==> src/rtl/srcdist_pkg.sv <==
package srcdist_pkg;
  localparam int REG_W      = 32;
  localparam int PRI_LSB    = 16;
  localparam int SENSE_BIT  = 22;
  localparam int POL_BIT    = 23;
  localparam int MODE_BIT   = 29;
  localparam int ACT_BIT    = 30;
  localparam int MASK_BIT   = 31;
  localparam int NOMASK_BIT = 8;

  typedef enum logic {KIND_EXTERNAL = 1'b0, KIND_EDGE_ONLY = 1'b1} src_kind_e;
  typedef enum logic {SEL_VECPRI = 1'b0, SEL_DEST = 1'b1} reg_sel_e;
endpackage

==> src/rtl/srcdist_regs.sv <==
module srcdist_regs
  import srcdist_pkg::*;
#(
  parameter int        NUM_CPU = 4,
  parameter int        PRI_W   = 4,
  parameter int        VEC_W   = 16,
  parameter src_kind_e KIND    = KIND_EXTERNAL
) (
  input  logic               clk,
  input  logic               rst,
  input  logic               wr_en,
  input  logic               wr_sel,
  input  logic [REG_W-1:0]   wr_data,
  input  logic               rd_sel,
  input  logic               act,
  output logic               mask_q,
  output logic               nomask_q,
  output logic               mode_q,
  output logic               level,
  output logic               pol_hi,
  output logic [PRI_W-1:0]   pri_q,
  output logic [VEC_W-1:0]   vec_q,
  output logic [NUM_CPU-1:0] dest_q,
  output logic [REG_W-1:0]   rd_data
);
  logic wr_vp, wr_dst;
  logic rb_sense, rb_pol;
  logic [REG_W-1:0] vp_word, dst_word;
  logic wr_unused;

  assign wr_vp     = wr_en && (wr_sel == SEL_VECPRI);
  assign wr_dst    = wr_en && (wr_sel == SEL_DEST);
  assign wr_unused = &{1'b0, wr_data};

  always_ff @(posedge clk) begin
    if (rst) begin
      mask_q   <= 1'b1;
      mode_q   <= 1'b0;
      pri_q    <= '0;
      vec_q    <= '0;
      nomask_q <= 1'b0;
      dest_q   <= '0;
    end else begin
      if (wr_vp) begin
        mask_q <= wr_data[MASK_BIT];
        mode_q <= wr_data[MODE_BIT];
        pri_q  <= wr_data[PRI_LSB +: PRI_W];
        vec_q  <= wr_data[VEC_W-1:0];
      end
      if (wr_dst) begin
        nomask_q <= wr_data[NOMASK_BIT];
        dest_q   <= wr_data[NUM_CPU-1:0];
      end
    end
  end

  generate
    if (KIND == KIND_EXTERNAL) begin : g_ext
      logic sense_q, pol_q;
      always_ff @(posedge clk) begin
        if (rst) begin
          sense_q <= 1'b0;
          pol_q   <= 1'b1;
        end else if (wr_vp) begin
          sense_q <= wr_data[SENSE_BIT];
          pol_q   <= wr_data[POL_BIT];
        end
      end
      assign level    = sense_q;
      assign pol_hi   = pol_q;
      assign rb_sense = sense_q;
      assign rb_pol   = pol_q;
    end else begin : g_edge_only
      assign level    = 1'b0;
      assign pol_hi   = 1'b1;
      assign rb_sense = 1'b0;
      assign rb_pol   = 1'b0;
    end
  endgenerate

  always_comb begin
    vp_word                      = '0;
    vp_word[VEC_W-1:0]           = vec_q;
    vp_word[PRI_LSB +: PRI_W]    = pri_q;
    vp_word[SENSE_BIT]           = rb_sense;
    vp_word[POL_BIT]             = rb_pol;
    vp_word[MODE_BIT]            = mode_q;
    vp_word[ACT_BIT]             = act;
    vp_word[MASK_BIT]            = mask_q;
    dst_word                     = '0;
    dst_word[NUM_CPU-1:0]        = dest_q;
    dst_word[NOMASK_BIT]         = nomask_q;
  end

  always_ff @(posedge clk) begin
    if (rst) rd_data <= '0;
    else     rd_data <= (rd_sel == SEL_DEST) ? dst_word : vp_word;
  end
endmodule

==> src/rtl/srcdist_pend.sv <==
module srcdist_pend (
  input  logic clk,
  input  logic rst,
  input  logic irq_in,
  input  logic pol_hi,
  input  logic level,
  input  logic ack,
  input  logic blocked,
  output logic act_q,
  output logic act_rise,
  output logic act_fall
);
  logic asserted, asserted_q, edge_seen, pending_q, eff_active;

  assign asserted  = pol_hi ? irq_in : ~irq_in;
  assign edge_seen = asserted & ~asserted_q;

  always_ff @(posedge clk) begin
    if (rst) begin
      asserted_q <= 1'b0;
      pending_q  <= 1'b0;
      act_q      <= 1'b0;
    end else begin
      asserted_q <= asserted;
      if (level)          pending_q <= asserted;
      else if (edge_seen) pending_q <= 1'b1;
      else if (ack)       pending_q <= 1'b0;
      act_q <= eff_active;
    end
  end

  assign eff_active = pending_q & ~blocked;
  assign act_rise   = eff_active & ~act_q;
  assign act_fall   = ~eff_active & act_q;
endmodule

==> src/rtl/srcdist_route.sv <==
module srcdist_route #(
  parameter int NUM_CPU = 4,
  parameter int CNT_W   = 3
) (
  input  logic               clk,
  input  logic               rst,
  input  logic [NUM_CPU-1:0] dest,
  input  logic [CNT_W-1:0]   cpu_count,
  input  logic               dist_mode,
  input  logic               take,
  output logic [NUM_CPU-1:0] targets,
  output logic [NUM_CPU-1:0] dest_ok
);
  localparam int LAST_W = (NUM_CPU > 1) ? $clog2(NUM_CPU) : 1;

  logic [LAST_W-1:0] last_q, hi_idx, lo_idx, pick;
  logic              hi_hit, lo_hit, only_last;
  logic [NUM_CPU-1:0] last_onehot;

  always_comb begin
    hi_hit = 1'b0;
    lo_hit = 1'b0;
    hi_idx = '0;
    lo_idx = '0;
    for (int i = 0; i < NUM_CPU; i++) begin
      dest_ok[i] = dest[i] && (CNT_W'(i) < cpu_count);
    end
    for (int i = 0; i < NUM_CPU; i++) begin
      if (dest_ok[i]) begin
        if (LAST_W'(i) > last_q) begin
          if (!hi_hit) begin
            hi_hit = 1'b1;
            hi_idx = LAST_W'(i);
          end
        end else if (!lo_hit) begin
          lo_hit = 1'b1;
          lo_idx = LAST_W'(i);
        end
      end
    end
  end

  assign pick        = hi_hit ? hi_idx : lo_idx;
  assign last_onehot = NUM_CPU'(1) << last_q;
  assign only_last   = (dest_ok == last_onehot);

  always_comb begin
    if (dest_ok == '0)   targets = '0;
    else if (only_last)  targets = last_onehot;
    else if (!dist_mode) targets = dest_ok;
    else                 targets = NUM_CPU'(1) << pick;
  end

  always_ff @(posedge clk) begin
    if (rst) last_q <= '0;
    else if (take && dist_mode && (dest_ok != '0)) last_q <= pick;
  end
endmodule

==> src/rtl/irq_src_distrib.sv <==
module irq_src_distrib
  import srcdist_pkg::*;
#(
  parameter int        NUM_CPU = 4,
  parameter int        PRI_W   = 4,
  parameter int        VEC_W   = 16,
  parameter int        SRC_W   = 8,
  parameter int        SRC_ID  = 5,
  parameter src_kind_e KIND    = KIND_EXTERNAL
) (
  input  logic                         clk,
  input  logic                         rst,
  input  logic                         irq_in,
  input  logic                         ack,
  input  logic                         wr_en,
  input  logic                         wr_sel,
  input  logic [31:0]                  wr_data,
  input  logic                         rd_sel,
  input  logic [$clog2(NUM_CPU+1)-1:0] cpu_count,
  output logic [31:0]                  rd_data,
  output logic [NUM_CPU-1:0]           raise_o,
  output logic [NUM_CPU-1:0]           lower_o,
  output logic [SRC_W-1:0]             stb_src_o,
  output logic [PRI_W-1:0]             stb_pri_o
);
  localparam int CNT_W = $clog2(NUM_CPU + 1);

  logic               mask_q, nomask_q, dist_mode, level, pol_hi, blocked;
  logic [PRI_W-1:0]   pri_q;
  logic [VEC_W-1:0]   vec_q;
  logic [NUM_CPU-1:0] dest_q, targets, dest_ok, delivered_q;
  logic               act_q, act_rise, act_fall;
  logic               vec_unused;

  assign blocked    = mask_q & ~nomask_q;
  assign vec_unused = ^{1'b0, vec_q};

  srcdist_regs #(.NUM_CPU(NUM_CPU), .PRI_W(PRI_W), .VEC_W(VEC_W), .KIND(KIND)) u_regs (
    .clk(clk), .rst(rst), .wr_en(wr_en), .wr_sel(wr_sel), .wr_data(wr_data),
    .rd_sel(rd_sel), .act(act_q), .mask_q(mask_q), .nomask_q(nomask_q),
    .mode_q(dist_mode), .level(level), .pol_hi(pol_hi), .pri_q(pri_q),
    .vec_q(vec_q), .dest_q(dest_q), .rd_data(rd_data)
  );

  srcdist_pend u_pend (
    .clk(clk), .rst(rst), .irq_in(irq_in), .pol_hi(pol_hi), .level(level),
    .ack(ack), .blocked(blocked), .act_q(act_q), .act_rise(act_rise),
    .act_fall(act_fall)
  );

  srcdist_route #(.NUM_CPU(NUM_CPU), .CNT_W(CNT_W)) u_route (
    .clk(clk), .rst(rst), .dest(dest_q), .cpu_count(cpu_count),
    .dist_mode(dist_mode), .take(act_rise), .targets(targets), .dest_ok(dest_ok)
  );

  always_ff @(posedge clk) begin
    if (rst) begin
      raise_o     <= '0;
      lower_o     <= '0;
      delivered_q <= '0;
      stb_src_o   <= '0;
      stb_pri_o   <= '0;
    end else begin
      raise_o <= '0;
      lower_o <= '0;
      if (act_rise) begin
        raise_o     <= targets;
        delivered_q <= targets;
        stb_src_o   <= SRC_W'(SRC_ID);
        stb_pri_o   <= pri_q;
      end else if (act_fall) begin
        lower_o     <= delivered_q;
        delivered_q <= '0;
        stb_src_o   <= SRC_W'(SRC_ID);
        stb_pri_o   <= pri_q;
      end
    end
  end
endmodule

==> config.mk <==
export PLATFORM = sky130hd
export DESIGN_NAME = irq_src_distrib
export DESIGN_NICKNAME = d
export VERILOG_FILES = /design/src/rtl/srcdist_pkg.sv /design/src/rtl/srcdist_regs.sv /design/src/rtl/srcdist_pend.sv /design/src/rtl/srcdist_route.sv /design/src/rtl/irq_src_distrib.sv
export SDC_FILE = /design/constraint.sdc
export NUM_CORES = 1
export LEC_CHECK = 0
export BUFFER_PORTS_ARGS = -buffer_cell sky130_fd_sc_hd__buf_2
export CORE_MARGIN = 3
export CORE_UTILIZATION = 51
export DETAILED_ROUTE_END_ITERATION = 7
export PLACE_DENSITY = 0.85
export SLEW_MARGIN = 0
export SYNTH_ARGS = -nofsm -noshare
export SYNTH_HDL_FRONTEND = slang
export SYNTH_SLANG_ARGS = --single-unit
export TNS_END_PERCENT = 5
==> constraint.sdc <==
create_clock -name clk -period 2.6 [get_ports clk]
set_clock_uncertainty 0.05 [all_clocks]
set_input_delay 0.39 -clock clk [delete_from_list [all_inputs] [get_ports clk]]
set_output_delay 0.39 -clock clk [all_outputs]
set_load 0.02 [all_outputs]
After elaboration in Yosys (flattened, before gate mapping)

Index checks and enable logic that the tools add are counted.
W data, S select, Z words.

Flip-flop bits (word level): 84
Input port bits: 42
Output and inout bits: 52
Word-level logic and storage cells: 106

Magnitude comparators: 8
Equal/unequal tests: 1
Shift-type cells: 2
Mux-type cells: 47
Bitwise gates (word level): 14
Reductions and logical operators: 15

Operator list:

| operator              | number |
|---|---|
| $mux W2               | 17 |
| $mux W4               | 7 |
| $mux W1               | 20 |
| $mux W9               | 1 |
| $not A1 Y1            | 9 |
| $logic_and A1 B1 Y1   | 8 |
| $shl A1 B2 Y4 const A | 2 |
| $lt A1 B3 Y1 const A  | 2 |
| $lt A2 B3 Y1 const A  | 2 |
| $mux W3               | 2 |
| $and A1 B1 Y1         | 5 |
| $eq A4 B4 Y1          | 1 |
| $gt A1 B2 Y1 const A  | 2 |
| $gt A2 B2 Y1 const A  | 2 |
| $logic_not A4 Y1      | 1 |
| $reduce_bool A4 Y1    | 1 |
| $reduce_or A2 Y1      | 2 |
| $reduce_bool A3 Y1    | 1 |
| $reduce_or A3 Y1      | 1 |
| $reduce_bool A2 Y1    | 1 |

Logic depth before layout (Yosys ltp)

Word-level depth: 18
Gate-level depth with buffers: 9
Depth with buffers taken out: 9

Modules after synthesis

A second synthesis with hierarchy kept.

Cell total of the unflattened synthesis: 325
Area total of the unflattened synthesis: 3223.1 um^2

By module, submodules not included:

| module          | times used | cells each | area an instance (um^2) | sequential area each (um^2) |
|---|---|---|---|---|
| srcdist_regs    | 1          | 191        | 2064.5                  | 1081.0 |
| irq_src_distrib | 1          | 62         | 640.6                   | 340.3 |
| srcdist_route   | 1          | 60         | 397.9                   | 40.0 |
| srcdist_pend    | 1          | 12         | 120.1                   | 60.1 |

Worst setup path after synthesis

No wires, ideal clock.

Path kind: flip-flop to flip-flop
Start: register u_regs.mask_q
End: register delivered_q[3]
Library setup time: 0.075 ns
Data arrival time: 1.842 ns
Data required time: 2.475 ns
Slack: 0.632 ns
Stages on the path, launching flop included: 8
Path buffers: 1
Clock period less this slack: 1.968 ns
Path through: dfxtp_1 inv_1 o21ai_0 inv_1 ha_1 clkbuf_1 or3b_2 o22ai_2

Longest elaborated chain between the ends: 6
Elaborated cells between the ends (all ways): 8
Classes of those cells: mux (1); bitwise (6); reduce/logical (1)

RTL lines:

| what                         | line                  | source |
|---|---|---|
| from (decl)                  | srcdist_regs.sv:16    | `output logic mask_q,` |
| from (signal assigned)       | srcdist_regs.sv:45    | `mask_q <= wr_data[MASK_BIT];` |
| $and A1 B1 Y1 *              | irq_src_distrib.sv:35 | `assign blocked = mask_q & ~nomask_q;` |
| $not A1 Y1 *                 | srcdist_pend.sv:32    | `assign eff_active = pending_q & ~blocked;` |
| $and A1 B1 Y1 *              | srcdist_pend.sv:32    |  |
| via u_pend.eff_active        | srcdist_pend.sv:13    | `logic asserted, asserted_q, edge_seen, pending_q, eff_active;` |
| $not A1 Y1                   | srcdist_pend.sv:34    | `assign act_fall = ~eff_active & act_q;` |
| $and A1 B1 Y1                | srcdist_pend.sv:34    |  |
| $reduce_bool A2 Y1 (no line) | -                     |  |
| to (signal assigned)         | irq_src_distrib.sv:68 | `delivered_q <= targets;` |
| to (decl)                    | irq_src_distrib.sv:31 | `logic [NUM_CPU-1:0] dest_q, targets, dest_ok, delivered_q;` |

Mark *: on every way through the listed nets, which the timed path passes. The rest lies on a longest branch.
A chain may end at the register's enable or synchronous reset.

Worst setup path in the final report

Ends and elaborated chain as after synthesis.

==> run metrics <==
GR peak layer met2; FFs w/ async S/R, synth 0%; #FFs+latches synth 76; Hold WS 0.198 ns; clock tree buffer depth 2; Worst setup EP type flip-flop; P per Cell Area a little under 700 nW/µm²; layout cells sized above 1 between 20% and 30%; P_leak around 0.0016 µW; Hold Path Class input port to flip-flop; final setup vio count 0; Chip Width between 80 and 90 µm; Seq/Total Area, Yosys between 40% and 50%; final core utilization around 64%; YS warnings 0; vias after detailed routing 2541; die area roughly 6900 µm²; GPL Wtd Cong 0.920; family with the most delay on the worst path simple AND/OR/NAND/NOR gates; total congestion overflow 0; Global Route met2 Usage around 31%; Remaining DRCs 0; Avg Vias per Cell ~5.3; post-CTS setup buffers 0; Yosys cell types 51; GR Util met3 under 10%; buffers added on ports 72; CP Buf/Inv Count 2; max incr delay on CP a little under 0.6 ns; first drt pass iteration count 4; Final min period approximately 2.1 ns; vias in the first global route approximately 2.3k; status complete, no violations; synthesized cell area just over 3000 µm²; DR WL/cell between 10 and 15 µm; Starting Density around 54%; Crit Path Category flip-flop to flip-flop; CP Depth 6; Fin. Hold Viols 0; commonest non-fill, non-tap cells in the layout dfxtp_1 (76), buf_2 (72), nand2_1 (64); met1 Use GR between 20% and 30%; Die Ht 83.3 µm; required time of the critical path 2.81 ns; Syn Inst Count about 340; total CTS buffers 9; Post-synth EDFFs 0; TNS Setup 0 ns; Critical Path, Cell by Cell inv_1 > o21ai_0 > inv_1 > ha_1 > or3b_2 > o22ai_2; slew at the pin closest to its max-slew limit 0.657 ns; cells on worst reg2reg path 6; Crit-path slowest cell or3b_2; main flop type after synthesis dfxtp_1; antenna violations before repair 0; Most common cell on crit path inv_1; f_max between 400 and 500 MHz; RSZ-0062 raised after global routing no; PostCTS Resize Cnt 0; max_slew headroom a little under three fifths; crit start category flip-flop; largest net degree at the start of global routing 37; Routed WL roughly 6500 µm; CTS clk-pin slew, worst paths 0.07 ns; H-tree levels 3; I/O pin total 94; hold path cells 2; fin. max-slew vios 0; n_diodes 0; CTS tree built; hold buffers post-CTS 0; syn avg cell area ~8.9 µm²; final antenna-violating net count 0; fin crit share a little over 80%; Max Cap Viol 0; crit-path max FO 10; DPL Wire Length 4570 µm; global router's overall resource usage approximately a fifth; row count 27; Layout area overhead 18.8%; most common cell after layout, fill and taps aside dfxtp_1; Core Area approximately 5600 µm²; Sink Count between 70 and 80; Layout Nets 451; Clock Latency Late Sink roughly 0.34 ns; Initial DRC Count approximately 130; VDD IR max about 0.00051 V; Root Buffer clkbuf_8; first-pass GRT wire length 10500 µm; Worst EP arrival between 2 and 2.5 ns
==> worst paths after layout <==
path,from,end,slack [ns]
setup reg to reg,u_regs.mask_q,delivered_q[3],0.45
setup / recovery,u_regs.mask_q,delivered_q[3],0.45
hold reg to reg,u_regs.vec_q[15],u_regs.rd_data[15],0.40
hold / removal,wr_data[31],u_regs.mask_q,0.20
==> cells in the mapped netlist (2+ instances only) <==
cell | instances | area (µm²)
dfxtp_1 | 76 | 1520
nand2_1 | 64 | 240
a21oi_1 | 33 | 165
nor2_1 | 26 | 97.6
and2_1 | 22 | 138
buf_4 | 15 | 113
clkbuf_1 | 13 | 48.8
inv_1 | 10 | 37.5
mux2i_1 | 10 | 100
o21ai_0 | 6 | 30.0
nand2b_1 | 5 | 31.3
nand3_1 | 5 | 25.0
nor3_1 | 4 | 20.0
o22ai_1 | 4 | 25.0
o221ai_1 | 3 | 26.3
o22ai_2 | 3 | 37.5
a32o_1 | 2 | 20.0
buf_1 | 2 | 7.51
buf_2 | 2 | 10.0
ha_1 | 2 | 25.0
o211ai_1 | 2 | 15.0
o21ai_1 | 2 | 10.0
o221ai_2 | 2 | 30.0
==> logic make-up (layout without fill, tap and decap cells) <==
kind of cell,after synthesis,after routing,share of synthesized area [%]
adders and majority gates,3,3,1.15
DFF,76,76,50.0
muxes,10,10,3.29
buffers and inverters,44,103,7.60
AOI/OAI and AO/OA,70,70,16.6
xor gates and xnor gates,1,1,0.288
other,1,13,0.123
and+or+nand+nor,136,136,21.0
==> final cells by class <==
class | instances | area [µm²]
tap | 72 | 90.1
multi-input combinational | 233 | 1340
fill | 473 | 2030
inverter | 11 | 41.3
timing repair buffer | 76 | 390
sequential | 76 | 1520
clock inverter | 5 | 82.6
clock buffer | 11 | 151
==> worst register-to-register path: cells and delay by family (launching register included) <==
| family | cells | cell delay [ns] |
|---|---|---|
| DFF | 1 | 0.31 |
| adders and majority gates | 1 | 0.46 |
| AOI/OAI and AO/OA | 2 | 0.52 |
| and+or+nand+nor | 1 | 0.59 |
| buffers and inverters | 2 | 0.14 |
==> per-stage QoR <==
step	worst slack (ns)	cell area [µm²]	total power, µW	cells
2_1_floorplan	0.632	3090	1410	353
3_3_place_gp	0.539	3380	1460	468
3_5_place_dp	0.456	3380	1460	468
4_1_cts	0.434	3620	2470	484
5_1_grt	0.300	3620	2550	484
6_report	0.450	3620	2460	484
==> sequential cells by signal, summed over array words and instances, names as in the netlist, 2 cells and up <==
name	flops
u_regs.vec_q	16
raise_o	4
u_route.last_q	2
delivered_q	4
lower_o	4
u_regs.dest_q	4
stb_pri_o	4
u_regs.rd_data	25
u_regs.pri_q	4
==> metal layers <==
layer  part of all wire, %  vias to the layer above
met5                     0                        -
met4                   2.1                        0
li1                      -                     1252
met1                    42                     1180
met3                   7.0                        9
met2                    49                      100
==> power by group <==
part	leakage, µW	internal, µW	switching, µW
sequential	0.000618	1200	21.6
clock	0.000120	596	426
combinational	0.000863	76.7	140
Note: power is estimated with default switching activity, not from simulation.
